===== config.mk =====
export PLATFORM = sky130hd
export DESIGN_NAME = pcseq_unit
export DESIGN_NICKNAME = d
export VERILOG_FILES = /design/src/rtl/pcseq_pkg.sv /design/src/rtl/pcseq_arb.sv /design/src/rtl/pcseq_hibuf.sv /design/src/rtl/pcseq_stack.sv /design/src/rtl/pcseq_unit.sv
export SDC_FILE = /design/constraint.sdc
export NUM_CORES = 1
export LEC_CHECK = 0
export BUFFER_PORTS_ARGS = -buffer_cell sky130_fd_sc_hd__buf_2
export CORE_AREA = 2 2 132 134
export CTS_CLUSTER_SIZE = 12
export DETAILED_ROUTE_END_ITERATION = 10
export DIE_AREA = 0 0 134 136
export PLACE_DENSITY = 0.39
export SKIP_LAST_GASP = 1
export SYNTH_ARGS = -nofsm -noshare
export SYNTH_HDL_FRONTEND = slang
export SYNTH_HIERARCHICAL = 1
export SYNTH_SLANG_ARGS = --single-unit

===== constraint.sdc =====
create_clock -name clk -period 2.4 [get_ports clk]
set_input_delay 0.24 -clock clk [delete_from_list [all_inputs] [get_ports clk]]
set_output_delay 0.24 -clock clk [all_outputs]
set_load 0.01 [all_outputs]

===== src/rtl/pcseq_pkg.sv =====
package pcseq_pkg;
   // Source selected for the next fetch address
   typedef enum logic [2:0] {
      NX_INC  = 3'd0,
      NX_HOLD = 3'd1,
      NX_IRQ  = 3'd2,
      NX_RET  = 3'd3,
      NX_CALL = 3'd4,
      NX_JMP  = 3'd5,
      NX_PCL  = 3'd6
   } nx_sel_e;
endpackage


===== src/rtl/pcseq_arb.sv =====
module pcseq_arb
   import pcseq_pkg::*;
(
   input  logic    hold,
   input  logic    irq,
   input  logic    ret,
   input  logic    call,
   input  logic    jmp,
   input  logic    pcl,
   output nx_sel_e sel
);
   // Fixed priority; the bubble cycle masks every request
   always_comb begin
      if (hold)      sel = NX_HOLD;
      else if (irq)  sel = NX_IRQ;
      else if (ret)  sel = NX_RET;
      else if (call) sel = NX_CALL;
      else if (jmp)  sel = NX_JMP;
      else if (pcl)  sel = NX_PCL;
      else           sel = NX_INC;
   end
endmodule


===== src/rtl/pcseq_hibuf.sv =====
module pcseq_hibuf #(
   parameter int DATA_W = 8,
   parameter int HI_W   = 2
) (
   input  logic              clk,
   input  logic              rst_n,
   input  logic              we,
   input  logic [DATA_W-1:0] wdata,
   output logic [HI_W-1:0]   q,
   output logic [DATA_W-1:0] rdata
);
   initial begin
      if (HI_W < 1 || HI_W >= DATA_W)
         $fatal(1, "pcseq_hibuf: HI_W must lie in 1..DATA_W-1");
   end

   logic unused_hi_bits;
   assign unused_hi_bits = ^wdata[DATA_W-1:HI_W];

   always_ff @(posedge clk or negedge rst_n) begin
      if (!rst_n)   q <= '0;
      else if (we)  q <= wdata[HI_W-1:0];
   end

   assign rdata = DATA_W'(q);

   // the buffer changes only on a write
   a_r8_buf_holds: assert property (@(posedge clk) disable iff (!rst_n)
      !we |=> $stable(q));
endmodule


===== src/rtl/pcseq_stack.sv =====
module pcseq_stack #(
   parameter int W     = 10,
   parameter int DEPTH = 5
) (
   input  logic         clk,
   input  logic         rst_n,
   input  logic         push,
   input  logic         pop,
   input  logic [W-1:0] push_data,
   output logic [W-1:0] top
);
   localparam int PTR_W = (DEPTH > 1) ? $clog2(DEPTH) : 1;
   localparam bit POW2  = (DEPTH == (1 << PTR_W));

   initial begin
      if (DEPTH < 2) $fatal(1, "pcseq_stack: DEPTH must be at least 2");
      if (W < 1)     $fatal(1, "pcseq_stack: W must be positive");
   end

   logic [W-1:0]     mem [DEPTH];
   logic [PTR_W-1:0] ptr, ptr_inc, ptr_dec;

   generate
      if (POW2) begin : g_wrap_natural
         assign ptr_inc = ptr + 1'b1;
         assign ptr_dec = ptr - 1'b1;
      end else begin : g_wrap_compare
         assign ptr_inc = (ptr == PTR_W'(DEPTH-1)) ? '0 : ptr + 1'b1;
         assign ptr_dec = (ptr == '0) ? PTR_W'(DEPTH-1) : ptr - 1'b1;
      end
   endgenerate

   // Circular: no full or empty tracking
   always_ff @(posedge clk or negedge rst_n) begin
      if (!rst_n) begin
         ptr <= '0;
         for (int i = 0; i < DEPTH; i++) mem[i] <= '0;
      end else if (push) begin
         mem[ptr] <= push_data;
         ptr      <= ptr_inc;
      end else if (pop) begin
         ptr <= ptr_dec;
      end
   end

   assign top = mem[ptr_dec];

   a_r4_push_on_top: assert property (@(posedge clk) disable iff (!rst_n)
      push |=> top == $past(push_data));
   a_r5_ptr_in_range: assert property (@(posedge clk) disable iff (!rst_n)
      int'(ptr) < DEPTH);
   a_r5_pop_moves_ptr: assert property (@(posedge clk) disable iff (!rst_n)
      (pop && !push) |=> ptr == $past(ptr_dec));
endmodule


===== src/rtl/pcseq_unit.sv =====
module pcseq_unit
   import pcseq_pkg::*;
#(
   parameter int              PC_W      = 10,
   parameter int              DATA_W    = 8,
   parameter int              STK_DEPTH = 5,
   parameter logic [PC_W-1:0] RESET_VEC = '1,
   parameter logic [PC_W-1:0] HW_VEC    = PC_W'(8),
   parameter logic [PC_W-1:0] SW_VEC    = PC_W'(2)
) (
   input  logic              clk,
   input  logic              rst_n,
   input  logic              irq_req,
   input  logic              irq_sw,
   input  logic              ret_req,
   input  logic              call_req,
   input  logic              jmp_req,
   input  logic [PC_W-1:0]   tgt,
   input  logic              pcl_we,
   input  logic [DATA_W-1:0] pcl_wdata,
   input  logic              hib_we,
   input  logic [DATA_W-1:0] hib_wdata,
   output logic [PC_W-1:0]   fetch_addr,
   output logic              flush,
   output logic              gie_clr,
   output logic [DATA_W-1:0] pcl_rdata,
   output logic [DATA_W-1:0] hib_rdata
);
   localparam int HI_W = PC_W - DATA_W;

   initial begin
      if (PC_W <= DATA_W) $fatal(1, "pcseq_unit: PC_W must exceed DATA_W");
   end

   nx_sel_e         sel;
   logic [PC_W-1:0] pc_q, pc_nxt, pc_plus1, stk_top, push_data;
   logic            flush_q, push, pop;
   logic [HI_W-1:0] hib_q;

   pcseq_arb u_arb (
      .hold (flush_q),
      .irq  (irq_req),
      .ret  (ret_req),
      .call (call_req),
      .jmp  (jmp_req),
      .pcl  (pcl_we),
      .sel  (sel)
   );

   pcseq_hibuf #(.DATA_W(DATA_W), .HI_W(HI_W)) u_hibuf (
      .clk   (clk),
      .rst_n (rst_n),
      .we    (hib_we && !flush_q),
      .wdata (hib_wdata),
      .q     (hib_q),
      .rdata (hib_rdata)
   );

   pcseq_stack #(.W(PC_W), .DEPTH(STK_DEPTH)) u_stack (
      .clk       (clk),
      .rst_n     (rst_n),
      .push      (push),
      .pop       (pop),
      .push_data (push_data),
      .top       (stk_top)
   );

   assign pc_plus1 = pc_q + 1'b1;

   always_comb begin
      pc_nxt    = pc_plus1;
      push      = 1'b0;
      pop       = 1'b0;
      push_data = pc_plus1;
      unique case (sel)
         NX_HOLD: pc_nxt = pc_q;
         NX_IRQ: begin
            pc_nxt    = irq_sw ? SW_VEC : HW_VEC;
            push      = 1'b1;
            push_data = pc_q;           // preempted instruction resumes
         end
         NX_RET: begin
            pc_nxt = stk_top;
            pop    = 1'b1;
         end
         NX_CALL: begin
            pc_nxt = tgt;
            push   = 1'b1;
         end
         NX_JMP:  pc_nxt = tgt;
         NX_PCL:  pc_nxt = {hib_q, pcl_wdata};
         default: pc_nxt = pc_plus1;
      endcase
   end

   always_ff @(posedge clk or negedge rst_n) begin
      if (!rst_n) begin
         pc_q    <= RESET_VEC;
         flush_q <= 1'b0;
      end else begin
         pc_q    <= pc_nxt;
         flush_q <= (sel != NX_INC) && (sel != NX_HOLD);
      end
   end

   assign fetch_addr = pc_q;
   assign flush      = flush_q;
   assign gie_clr    = (sel == NX_IRQ);
   assign pcl_rdata  = pc_q[DATA_W-1:0];

   a_r3_bubble_holds: assert property (@(posedge clk) disable iff (!rst_n)
      flush |=> ($stable(fetch_addr) && !flush));
   a_r2_step_by_one: assert property (@(posedge clk) disable iff (!rst_n)
      (!flush && !irq_req && !ret_req && !call_req && !jmp_req && !pcl_we)
      |=> (fetch_addr == PC_W'($past(fetch_addr) + 1'b1)) && !flush);
   a_r6_vector_taken: assert property (@(posedge clk) disable iff (!rst_n)
      (irq_req && !flush) |=> fetch_addr == ($past(irq_sw) ? SW_VEC : HW_VEC));
   a_r6_gie_pulse: assert property (@(posedge clk) disable iff (!rst_n)
      gie_clr |-> (!flush && irq_req));
   a_r3_jump_lands: assert property (@(posedge clk) disable iff (!rst_n)
      (jmp_req && !flush && !irq_req && !ret_req && !call_req)
      |=> (fetch_addr == $past(tgt)) && flush);
endmodule


-- Word level (Yosys, flattened, before mapping)
Index checks and enable logic that the tools add are counted.
- flip-flop bits (word level): 66
- input bits: 35
- output and inout bits: 28
- logic and storage cells: 55
- add/sub/neg operators: 3
- order comparisons: 3
- equality and inequality tests: 8
- muxes and demuxes: 21
- bitwise operators: 2
- reductions and logical operators: 9
- operator list (kind ; number):
    50-bit bitwise mux ; 1
    10-bit one-hot mux with 5 select lines ; 1
    10-bit two-way mux ; 4
    10-bit binary-select mux with 3-bit select ; 1
    10-bit demux with 3-bit select ; 1
    3-bit two-way mux ; 10
    3-bit equality test (second input constant) ; 4
    10-bit by 1-bit adder with 10-bit output (second input constant) ; 1
    4-bit greater-or-equal comparator (second input constant) ; 2
    3-bit inverter with 4-bit output ; 2
    3-bit by 2-bit equality test with 1-bit output (second input constant) ; 2
    4-bit by 1-bit less-than comparator with 1-bit output (second input constant) ; 1
    4-bit two-way mux ; 1
    2-bit OR reduction ; 2
    3-bit by 1-bit adder with 3-bit output (second input constant) ; 1
    3-bit by 1-bit equality test with 1-bit output (second input constant) ; 1
    1-bit logical AND ; 3
    3-bit zero test ; 1
    3-bit by 1-bit inequality test with 1-bit output (second input constant) ; 1
    3-bit nonzero test ; 1
    3-bit by 1-bit subtractor with 3-bit output (second input constant) ; 1
    1-bit two-way mux ; 2
    2-bit nonzero test ; 1
    1-bit zero test ; 1

-- Depth between registers and ports, before layout
Gate-level depths: netlist of run 1.
- depth in word-level cells: 10
- depth in mapped cells: 12

-- Cells and area by module
Netlist of run 1, hierarchy kept.
- modules (own cells, without submodules) (module ; instances ; cells an instance ; area an instance (um^2) ; seq. area each (um^2)):
    pcseq_stack ; 1 ; 200 ; 2671.3 ; 1326.3
    pcseq_unit ; 1 ; 168 ; 1306.3 ; 287.8
    pcseq_hibuf ; 1 ; 13 ; 136.4 ; 50.0
    pcseq_arb ; 1 ; 8 ; 46.3 ; 0.0

-- Worst setup path after synthesis of run 1
OpenSTA, ideal clock, no wires.
- kind: input to register
- start: input port call_req
- end: register u_stack/mem[30] (netlist bit)
- setup time: 0.125 ns
- arrival time: 2.533 ns
- setup slack: -0.258 ns
- cell stages on the path: 10
- buffers on the path: 3
- cells stage by stage: or3b_1 -> a21oi_1 -> buf_2 -> buf_4 -> xnor2_1 -> nor2_1 -> buf_4 -> nand2b_2 -> nor3_2 -> mux2_2
- cells in the longest elaborated chain, start to end: 7
- elaborated cells on any way between the ends: 10
- ends and longest elaborated chain (what ; RTL line ; RTL):
    start: declaration ; pcseq_unit.sv:16 ; input logic call_req,
    3-bit two-way mux (*) ; pcseq_arb.sv:17 ; else if (call) sel = NX_CALL;
    3-bit two-way mux (*) ; pcseq_arb.sv:16 ; else if (ret) sel = NX_RET;
    3-bit two-way mux (*) ; pcseq_arb.sv:15 ; else if (irq) sel = NX_IRQ;
    3-bit two-way mux (*) ; pcseq_arb.sv:14 ; if (hold) sel = NX_HOLD;
    named net sel[1] ; pcseq_unit.sv:35 ; nx_sel_e sel;
    3-bit by 2-bit equality test with 1-bit output / 3-bit equality test (equally long branches) ; pcseq_unit.sv:75 ; unique case (sel)
    2-bit OR reduction (no source line) (*) ; - ;
    1-bit two-way mux (*) ; pcseq_unit.sv:75 ;
    named net push ; pcseq_unit.sv:37 ; logic flush_q, push, pop;
    end signal: indexed assignment ; pcseq_stack.sv:39 ; mem[ptr] <= push_data;
    end: declaration ; pcseq_stack.sv:20 ; logic [W-1:0] mem [DEPTH];
Mark *: on every way through the listed nets, which the timed path passes. The rest lies on a longest branch.
A chain may end at the register's enable or synchronous reset.

-- Worst setup path in the final report of run 1
- start: register u_stack.ptr[1]
- end: register pc_q[2], in the netlist fetch_addr[2]
- cells in the longest elaborated chain, start to end: 7
- elaborated cells on any way between the ends: 8
- ends and longest elaborated chain (what ; RTL line ; RTL):
    start: declaration ; pcseq_stack.sv:21 ; logic [PTR_W-1:0] ptr, ptr_inc, ptr_dec;
    start signal: assignment ; pcseq_stack.sv:40 ; ptr <= ptr_inc;
    start signal: assignment ; pcseq_stack.sv:42 ; ptr <= ptr_dec;
    3-bit by 1-bit subtractor with 3-bit output / 3-bit zero test (equally long branches) ; pcseq_stack.sv:29 ; assign ptr_dec = (ptr == '0) ? PTR_W'(DEPTH-1) : ptr - 1'b1;
    3-bit two-way mux (*) ; pcseq_stack.sv:29 ;
    3-bit inverter with 4-bit output (not written as such) (*) ; pcseq_stack.sv:46 ; assign top = mem[ptr_dec];
    10-bit binary-select mux with 3-bit select (*) ; pcseq_stack.sv:46 ;
    10-bit two-way mux (not written as such) (*) (2 in a row) ; pcseq_stack.sv:46 ;
    named net stk_top[2] ; pcseq_unit.sv:36 ; logic [PC_W-1:0] pc_q, pc_nxt, pc_plus1, stk_top, push_data;
    10-bit one-hot mux with 5 select lines (*) ; pcseq_unit.sv:75 ;
    end signal: assignment ; pcseq_unit.sv:101 ; pc_q <= pc_nxt;
    end: declaration ; pcseq_unit.sv:36 ;
Mark *: on every way through the listed nets, which the timed path passes. The rest lies on a longest branch. The select of a mux whose other input is x is not followed.

==> results of run 1 <==
-- through the flow --
stage	TNS (ps)	utilization, %
2_1_floorplan	0	-
3_3_place_gp	0	29.1
3_5_place_dp	-5.91	29.1
4_1_cts	0	30.8
5_1_grt	-173	31.0
6_report	0	31.0
-- flip-flops by register name, summed over array words and instances, names as in the netlist --
name / count
u_stack/ptr: 3
flush: 1
u_hibuf/q: 2
u_stack/mem: 50
fetch_addr: 10
-- layer usage --
metal | up-vias | GRT usage (%) | routed length, um
li1 | 1555 | - | -
met1 | 1557 | 18.1 | 5650
met2 | 67 | 22.1 | 5290
met3 | 14 | 1.94 | 367
met4 | 0 | 5.67 | 202
met5 | - | 0 | 0
-- cells in the mapped netlist, types with 2 or more instances --
library cell and instances:
a211o_1 2, a211oi_1 3, a21boi_0 3, a21oi_1 5, a2bb2oi_1 10, a31oi_1 4
a32o_1 11, and3_1 4, and3b_1 6, buf_2 12, buf_4 19, buf_6 4
clkbuf_1 5, dfrtp_1 56, dfstp_2 10, ha_1 4, inv_1 12, mux2_1 2
mux2_2 52, mux2i_1 21, nand2_1 32, nand2b_1 2, nand3_1 6, nand3b_1 2
nand4_1 4, nor2_1 11, nor2_2 2, nor2b_1 5, nor3_1 7, nor3_2 4
o211ai_1 2, o21a_1 5, o21ai_0 17, o21bai_1 2, o221ai_1 3, o311ai_1 2
or3b_1 2, xnor2_1 10
-- worst register-to-register path, stage by stage, from the launching register on --
cell	delay (ps)
dfrtp_1	420
ha_1	230
or4b_4	540
o211ai_4	290
buf_4	190
a32o_1	180
o21ai_0	100
o221ai_1	200
o21a_1	140
-- power groups by stage --
stage               sequential, mW  clock (mW)  combinational (mW)
global route                  2.23        1.31                3.97
CTS                           2.14        1.25                3.58
floorplan                     2.02           0                2.49
global placement              2.14           0                3.54
detailed placement            2.16           0                3.56
finish                        2.13        1.21                3.63
-- repair_timing --
action                     CTS  global route
setup endpoints to repair    0            35
hold endpoints to repair    20             0
resized for setup            0            17
hold buffers                 1             0
buffers inserted             0             2
-- worst paths after layout --
kind	from	to	cells past startpoint
max	u_stack/ptr[1]$_DFFE_PN0P_	fetch_addr[2]$_DFFE_PN1P_	8
min	hib_wdata[0]	u_hibuf/q[0]$_DFFE_PN0P_	2
max reg2reg	u_stack/ptr[1]$_DFFE_PN0P_	fetch_addr[2]$_DFFE_PN1P_	8
min reg2reg	fetch_addr[9]$_DFFE_PN1P_	fetch_addr[9]$_DFFE_PN1P_	1
max in group asynchronous	rst_n	fetch_addr[8]$_DFFE_PN1P_	3
min in group asynchronous	rst_n	u_stack/ptr[0]$_DFFE_PN0P_	2
-- layout make-up --
type / instances / area share (%)
clock buffer: 9 / 4.30
timing repair buffer: 101 / 13.5
tap: 225 / 5.37
multi-input combinational: 274 / 43.1
clock inverter: 7 / 0.883
inverter: 13 / 1.07
sequential: 66 / 31.8
-- logic make-up (layout without fill, tap and decap cells) --
group	count (synthesis)	count (layout)	share of synthesized area (%)
and+or+nand+nor	100	100	14.3
AOI/OAI and AO/OA	78	78	14.3
muxes	76	76	20.2
DFF	66	66	40.0
buffers and inverters	54	130	7.88
xor gates and xnor gates	10	10	2.11
adders and majority gates	4	4	1.20
other	1	6	0.0901
==> key figures, run 1 <==
Outcome
  • Outcome: completed

Place
  • Pre-CTS worst setup slack: -5.91 ps
  • # port buffers: 50
  • Cells after DPL: 677
  • Gpl congestion: 0.794
  • Dpl hpwl: 8.53 mm
  • Dpl cell area: 4910 um2

Yosys
  • Main flop type after synthesis: dfrtp_1
  • Post-Synthesis Cell Area: 4160 um2
  • Synth Instances: 389
  • Avg Inst Size Synth: 10.7 um2
  • Number of synthesized register bits: 66
  • Area contributors post-synth: dfrtp_1 34%, mux2_2 14%, dfstp_2 6.3%, mux2i_1 5.1%, buf_4 3.4%
  • Unique masters post-synth: 64
  • EDFF count, synth: 0
  • Share of the yosys chip area belonging to registers: 40.0%
  • Number of synthesis warnings: 6
  • Post-synth ARST share: 100%
  • Area leader, netlist: dfrtp_1
  • Top-area cell type share of the netlist area: 33.7%

Setup path
  • Slowest cell on crit path: or4b_4
  • CP required: 2680 ps
  • Worst Path Buf+Inv: 1
  • Worst Path Max Fanout: 5
  • Worst path arrival time: 2620 ps
  • CP delay by family, top: compound AO/OA/AOI/OAI gates
  • CP endpoint kind: flop
  • Slowest stage delay, CP: 540 ps
  • Worst-path cell chain: ha_1 -> or4b_4 -> o211ai_4 -> buf_4 -> a32o_1 -> o21ai_0 -> o221ai_1 -> o21a_1
  • CP Class: reg2reg
  • Worst setup SP type: flop
  • Worst reg-to-reg setup slack: 70 ps

Cells and area
  • Non-Filler Instances: 695
  • Layout Cell Area excl Fill: 5240 um2
  • Area of the multi-input gates: 2260 um2
  • P&R area growth vs syn: 26.0%
  • Nets@finish: 504
  • Commonest non-fill, non-tap cell in the layout: dfrtp_1
  • Reg area: 1670 um2
  • Layout cells sized above 1: 43.8%
  • # fillers: 1758
  • Commonest non-fill, non-tap cells in the layout: 55 x dfrtp_1, 52 x mux2_2, 50 x buf_2, 43 x buf_4, 32 x nand2_1
  • Ant diodes: 0

Timing
  • Setup ws final: 65.6 ps
  • Final Setup Violations: 0
  • Minimum clock period: 2330 ps
  • RSZ-0062 raised after global routing: true
  • Max Clock Skew: 5.59 ps
  • Max Slew Vio Count: 0
  • Rel. slew slack: 54.9%
  • Tcrit/Tclk final: 97.3%
  • Hold slack final: 134 ps
  • F_max: 428 MHz
  • Worst slew pin tran: 677 ps
  • Final Hold Vio Count: 0

Die
  • Core Footprint: 16900 um2
  • Die area: 18200 um2
  • Initial core utilization: 24.7%
  • Chip Width: 134 um
  • Number of core rows: 48
  • Chip height: 136 um
  • Ports: 63

Power and ir drop
  • Sw frac: 39.8%
  • Psw: 2.78 mW
  • Clock share of power: 17.3%
  • Static leakage: 2.36 nW
  • Reg power frac: 30.6%
  • Total chip power: 6.97 mW
  • Pwr Density: 1330 nW/um2
  • Logic pwr share: 52.0%
  • Peak VDD IR: 0.434 mV
  • Int Pwr: 4.19 mW

Job
  • Max Cap Viol: 0

Drt
  • DRT Pass-1 Iters: 4
  • ANT nets after route: 0
  • DR iter-0 viols: 126
  • Drt drc: 0
  • Routed via count: 3193
  • Detailed Route WL: 11.5 mm
  • Avg WL per Cell: 16.6 um
  • Mean number of vias per cell: 4.59

Clock tree
  • CTS sink count: 66
  • Clock Pin Slew Worst Setup and Hold Paths: 60 ps
  • CTS tree: done
  • CTS root buffer: clkbuf_16
  • Num CTS Buffers: 9
  • Worst-Skew Late Latency: 340 ps
  • CTS H-tree lvls: 3
  • Clk buf depth: 2

Global routing
  • Total gr overflow: 0
  • Largest net degree at the start of global routing: 43
  • Gr usage total: 13.6%
  • First-pass GRT wire length: 18.8 mm
  • Initial antenna violation count: 0
  • Vias in the first global route: 3322

Min path
  • Hold Path Class: in2reg
(Power assumes the default switching activity.)
==> inputs of run 2 (changes only) <==
--- a/config.mk
+++ b/config.mk
@@ -5,12 +5,12 @@
 export SDC_FILE = /design/constraint.sdc
 export NUM_CORES = 1
 export LEC_CHECK = 0
-export BUFFER_PORTS_ARGS = -buffer_cell sky130_fd_sc_hd__buf_2
 export CORE_AREA = 2 2 132 134
 export CTS_CLUSTER_SIZE = 12
 export DETAILED_ROUTE_END_ITERATION = 10
 export DIE_AREA = 0 0 134 136
-export PLACE_DENSITY = 0.39
+export DONT_BUFFER_PORTS = 1
+export PLACE_DENSITY = 0.35
 export SKIP_LAST_GASP = 1
 export SYNTH_ARGS = -nofsm -noshare
 export SYNTH_HDL_FRONTEND = slang
==> key figures, run 2 (synthesized netlist as in run 1, its figures left out) <==
Power and ir drop
  • Pwr Density: 1440 nW/um2 (+8.0%)
  • Peak VDD IR: 0.423 mV (-2.4%)
  • Static leakage: 2.24 nW (-5.2%)
  • Total chip power: 7.38 mW (+5.9%)

Timing
  • RSZ-0062 raised after global routing: true
  • Minimum clock period: 2340 ps (+4.40 ps)
  • Max Clock Skew: 8.09 ps (+2.50 ps)
  • Worst slew pin tran: 503 ps (-173 ps)
  • Fin Setup TNS: 0 ps (unchanged)
  • Final Setup Violations: 0 (unchanged)
  • Rel. slew slack: 66.2% (+11 points)
  • Max Slew Vio Count: 0 (unchanged)
  • F_max: 428 MHz (-0.19%)
  • Final Hold Vio Count: 0 (unchanged)
  • Tcrit/Tclk final: 97.4% (+0.18 points)

Cells and area
  • Commonest non-fill, non-tap cell in the layout: dfrtp_1
  • # fillers: 1736 (-1.3%)
  • Layout Cell Area excl Fill: 5130 um2 (-2.0%)
  • Largest register FFs: 50 (unchanged)
  • Nets@finish: 456 (-9.5%)
  • Commonest non-fill, non-tap cells in the layout: 55 x dfrtp_1, 51 x mux2_2, 44 x buf_4, 32 x nand2_1, 21 x mux2i_1
  • Final core occ: 30.4% (-0.62 points)
  • Reg with most FFs: u_stack/mem
  • Layout cells sized above 1: 37.9% (-5.9 points)
  • Ant diodes: 0 (unchanged)
  • P&R area growth vs syn: 23.4%

Setup path
  • Worst setup SP type: flop
  • Worst reg-to-reg setup slack: 60 ps (about the same)
  • CP endpoint kind: flop
  • Reg-to-Reg Start: u_stack/ptr[0]$_DFFE_PN0P_
  • CP Class: reg2reg
  • Worst Path Max Fanout: 4 (-1)
  • Worst Setup EP: fetch_addr[4]$_DFFE_PN1P_
  • CP required: 2680 ps (about the same)
  • Worst r2r path cells: 9 (+1)
  • Worst Setup SP: u_stack/ptr[0]$_DFFE_PN0P_
  • RR Endpoint: fetch_addr[4]$_DFFE_PN1P_
  • Worst path arrival time: 2610 ps (about the same)

Place
  • Dpl hpwl: 8.85 mm (+3.8%)
  • Dpl cell area: 4670 um2 (-4.9%)
  • Gpl congestion: 0.780 (-1.8%)
  • # port buffers: 0 (-100%)

Global routing
  • Total gr overflow: 0 (unchanged)
  • Vias in the first global route: 3215 (-3.2%)
  • Largest net degree at the start of global routing: 67 (+56%)
  • First-pass GRT wire length: 19.2 mm (+2.4%)
  • Initial antenna violation count: 0 (unchanged)
  • Gr usage total: 14.3% (+0.69 points)

Die
  • Core Footprint: 16900 um2 (unchanged)
  • Chip height: 136 um (unchanged)
  • Initial core utilization: 24.7% (unchanged)
  • Chip Width: 134 um (unchanged)
  • Number of core rows: 48 (unchanged)
  • Ports: 63 (unchanged)
  • Die area: 18200 um2 (unchanged)

Drt
  • DR iter-0 viols: 127 (+0.79%)
  • Drt drc: 0 (unchanged)
  • Detailed Route WL: 12.1 mm (+5.3%)
  • ANT nets after route: 0 (unchanged)
  • DRT Pass-1 Iters: 4 (unchanged)
  • Mean number of vias per cell: 4.77 (+3.8%)
  • Avg WL per Cell: 18.7 um (+13%)
  • Routed via count: 3085 (-3.4%)

Min path
  • Hold Path Cell Cnt: 2 (unchanged)
  • Hold Path Class: in2reg

Clock tree
  • CTS sink count: 66 (unchanged)
  • CTS tree: done
  • Clock Pin Slew Worst Setup and Hold Paths: 60 ps (about the same)
  • CTS root buffer: clkbuf_16
  • Num CTS Buffers: 9 (unchanged)
  • Clk buf depth: 2 (unchanged)
  • Worst-Skew Late Latency: 340 ps (about the same)
  • CTS H-tree lvls: 3 (unchanged)

Outcome
  • Outcome: completed

Job
  • Max Cap Viol: 0 (unchanged)
==> run 2: cell count changes in the layout (fill, tap and decap cells not counted), moves of 2 or more <==
cell / delta
clkbuf_8: +2
o21ai_1: +2
buf_2: -50
clkinvlp_4: -3
bufinv_16: +3
==> run 2: report_power, final <==
group | switching, mW | internal (mW)
registers | 0.498 | 1.70
logic | 1.82 | 1.78
clock network | 0.510 | 1.07
==> run 2: timing repair <==
item                       4_1_cts  5_1_grt
hold endpoints to repair        66        0
pin swaps                        3        7
setup endpoints to repair        8       10
hold buffers                     2        0
setup buffers                    2        0
gates resized for setup          5       18
==> run 2: metal layers <==
layer  up-vias  share of wire, %  track usage [%]
met2        57                47             22.8
met3         8               3.3             2.91
met4         0               1.2             6.62
met5         -                 0                0
met1      1551                49             18.6
li1       1469                 -                -
==> run 2: cell type report <==
cell class / count / area, um2 / area share, %
multi-input cells: 274 / 2290 / 44.6
flip-flops and latches: 66 / 1670 / 32.4
repair buffers: 53 / 490 / 9.55
well taps: 225 / 282 / 5.48
clock buffers: 11 / 253 / 4.92
clock inverters: 5 / 100 / 1.95
inverters: 13 / 56.3 / 1.10
==> run 2: how the worst min path moves through the flow <==
stage / end / startpoint
global route: fetch_addr[0]$_DFFE_PN1P_ / tgt[0]
global placement: u_stack/mem[32]$_DFFE_PN0P_ / rst_n
floorplan: flush$_DFF_PN0_ / rst_n
finish: fetch_addr[0]$_DFFE_PN1P_ / tgt[0]
detailed placement: u_stack/mem[12]$_DFFE_PN0P_ / rst_n
CTS: fetch_addr[0]$_DFFE_PN1P_ / tgt[0]
==> run 2: stage by stage <==
step	setup slack, ps	instances	hold slack [ps]
finish	61.2	647	51.7
global route	-26.1	647	37.0
CTS	-16.6	648	22.0
detailed placement	-43.6	628	-51.4
global placement	-52.3	628	-51.5
floorplan	2.51	394	-55.6
==> run 2: critical path: stages (launching register included) <==
cell	delay, ps
dfrtp_1	430
ha_1	260
or4b_4	540
o211ai_4	220
buf_6	140
buf_4	100
a32o_2	140
o21ai_0	80
o221ai_1	220
o21a_1	150
==> inputs of run 3 (changes only) <==
--- a/config.mk
+++ b/config.mk
@@ -10,7 +10,8 @@
 export DETAILED_ROUTE_END_ITERATION = 10
 export DIE_AREA = 0 0 134 136
 export DONT_BUFFER_PORTS = 1
-export PLACE_DENSITY = 0.35
+export GPL_TIMING_DRIVEN = 0
+export PLACE_DENSITY = 0.5
 export SKIP_LAST_GASP = 1
 export SYNTH_ARGS = -nofsm -noshare
 export SYNTH_HDL_FRONTEND = slang
==> key figures, run 3 (synthesized netlist as in run 1, its figures left out) <==
Cells and area
  • Layout cells sized above 1: 42.2% (+4.3 points)
  • Largest register FFs: 50 (unchanged)
  • Commonest non-fill, non-tap cells in the layout: 54 x dfrtp_1, 47 x mux2_2, 36 x buf_4, 30 x nand2_1, 21 x mux2i_1
  • Layout Cell Area excl Fill: 5330 um2 (+3.8%)
  • Nets@finish: 470 (+3.1%)
  • Non-Filler Instances: 661 (+2.2%)
  • Reg with most FFs: u_stack/mem
  • P&R area growth vs syn: 28.2%
  • Final core occ: 31.6% (+1.2 points)
  • Commonest non-fill, non-tap cell in the layout: dfrtp_1
  • Ant diodes: 0 (unchanged)

Power and ir drop
  • Static leakage: 2.36 nW (+5.1%)
  • Reg power frac: 29.8% (about the same)
  • Clock share of power: 18.4% (-3.0 points)
  • Logic pwr share: 51.8% (+3.0 points)
  • Peak VDD IR: 0.472 mV (+11%)
  • Psw: 2.92 mW (+3.3%)
  • Pwr Density: 1370 nW/um2 (-4.7%)
  • Int Pwr: 4.38 mW (-3.7%)
  • Sw frac: 40.0% (+1.7 points)

Die
  • Core Footprint: 16900 um2 (unchanged)
  • Chip Width: 134 um (unchanged)
  • Ports: 63 (unchanged)
  • Chip height: 136 um (unchanged)
  • Die area: 18200 um2 (unchanged)
  • Number of core rows: 48 (unchanged)
  • Initial core utilization: 24.7% (unchanged)

Drt
  • DRT Pass-1 Iters: 4 (unchanged)
  • Drt drc: 0 (unchanged)
  • Avg WL per Cell: 18.3 um (-2.2%)
  • Detailed Route WL: 12.1 mm (about the same)
  • DR iter-0 viols: 167 (+31%)
  • ANT nets after route: 0 (unchanged)
  • Routed via count: 3232 (+4.8%)
  • Mean number of vias per cell: 4.89 (+2.5%)

Setup path
  • CP delay by family, top: simple AND/OR/NAND/NOR gates
  • CP required: 2620 ps (-60 ps)
  • Slowest stage delay, CP: 480 ps (-60 ps)
  • Worst Path Buf+Inv: 4 (+2)
  • Worst Path Max Fanout: 5 (+1)
  • Worst setup SP type: flop
  • CP endpoint kind: flop
  • Worst path arrival time: 2600 ps (about the same)
  • CP Class: reg2reg
  • Worst-path cell chain: nor4_4 -> buf_6 -> buf_8 -> xnor2_4 -> nor2_4 -> buf_6 -> nand2_4 -> or3_4 -> buf_8 -> mux2_4
  • Slowest cell on crit path: dfrtp_2
  • Worst r2r path cells: 10 (+1)
  • Critical path depth in cells: 10 (+1)

Global routing
  • Gr usage total: 13.7% (-0.59 points)
  • Largest net degree at the start of global routing: 67 (unchanged)
  • Total gr overflow: 0 (unchanged)
  • Vias in the first global route: 3398 (+5.7%)
  • Initial antenna violation count: 0 (unchanged)
  • First-pass GRT wire length: 19.1 mm (-0.75%)

Timing
  • Max Slew Vio Count: 0 (unchanged)
  • Final Setup Violations: 0 (unchanged)
  • F_max: 420 MHz (-1.7%)
  • Tcrit/Tclk final: 99.2% (+1.7 points)
  • Rel. slew slack: 60.8% (-5.4 points)
  • Max Clock Skew: 9.00 ps (+0.910 ps)
  • Worst slew pin tran: 588 ps (+84.6 ps)
  • Minimum clock period: 2380 ps (+41.6 ps)
  • Final Hold Vio Count: 0 (unchanged)
  • RSZ-0062 raised after global routing: true
  • Hold slack final: 36.4 ps (-15.3 ps)

Clock tree
  • CTS root buffer: clkbuf_16
  • CTS sink count: 66 (unchanged)
  • Clock Pin Slew Worst Setup and Hold Paths: 60 ps (about the same)
  • Clk buf depth: 2 (unchanged)
  • Worst-Skew Late Latency: 340 ps (about the same)
  • CTS H-tree lvls: 3 (unchanged)
  • Num CTS Buffers: 9 (unchanged)
  • CTS tree: done

Place
  • # port buffers: 0 (unchanged)
  • Gpl congestion: 0.845 (+8.3%)
  • Dpl hpwl: 7.86 mm (-11%)
  • Dpl cell area: 4510 um2 (-3.4%)
  • Cells after DPL: 619 (-1.4%)

Outcome
  • Outcome: completed

Min path
  • Hold Path Cell Cnt: 2 (unchanged)
  • Hold Path Class: in2reg

Job
  • Max Cap Viol: 0 (unchanged)
## run 3: power by group through the flow
stage	combinational (mW)	clock [mW]	sequential, mW
after CTS	3.56	1.38	2.17
after global routing	4.10	1.43	2.26
after global placement	3.11	0	2.15
final	3.78	1.34	2.18
after floorplan	2.49	0	2.02
after detailed placement	3.17	0	2.18
## run 3: area by class of cell
type                            instances  area [um2]
Fill cell                            1720       11500
Inverter                               13        56.3
Clock buffer                           10         239
Tap cell                              225         282
Buffer                                 37         310
Multi-Input combinational cell        274        2400
Clock inverter                          6        66.3
Sequential cell                        66        1670
Timing Repair Buffer                   30         317
## run 3: through the flow
| step | TNS (ps) | power (mW) | worst slack (ps) |
|---|---|---|---|
| 2_1_floorplan | 0 | 4.51 | 2.51 |
| 3_3_place_gp | -26100 | 5.26 | -546 |
| 3_5_place_dp | -27800 | 5.35 | -593 |
| 4_1_cts | -754 | 7.11 | -28.9 |
| 5_1_grt | -516 | 7.79 | -59.8 |
| 6_report | 0 | 7.30 | 19.6 |
## run 3: path summary, 6_finish.rpt
path	startpoint	endpoint	slack, ps
max in group asynchronous	rst_n	fetch_addr[3]$_DFFE_PN1P_	1610
max reg2reg	flush$_DFF_PN0_	u_stack/mem[19]$_DFFE_PN0P_	20
min	tgt[0]	fetch_addr[0]$_DFFE_PN1P_	40
min reg2reg	u_stack/mem[8]$_DFFE_PN0P_	u_stack/mem[8]$_DFFE_PN0P_	490
max	flush$_DFF_PN0_	u_stack/mem[19]$_DFFE_PN0P_	20
min in group asynchronous	rst_n	u_stack/mem[17]$_DFFE_PN0P_	420
## run 3: per-layer routing
layer	up-vias	part of all wire, %	track usage (%)
met4	0	1.5	5.08
met3	17	6.3	3.88
li1	1488	-	-
met2	114	47	21.7
met5	-	0	0
met1	1613	45	17.7
## run 3: timing repair
action                                  CTS  global route
hold buffers                              2             0
resized for setup                        39            31
pin swaps                                13            22
buffers inserted                         22             5
gates cloned                              1             0
endpoints found under the setup margin   60            60
endpoints found under the hold margin    66             0
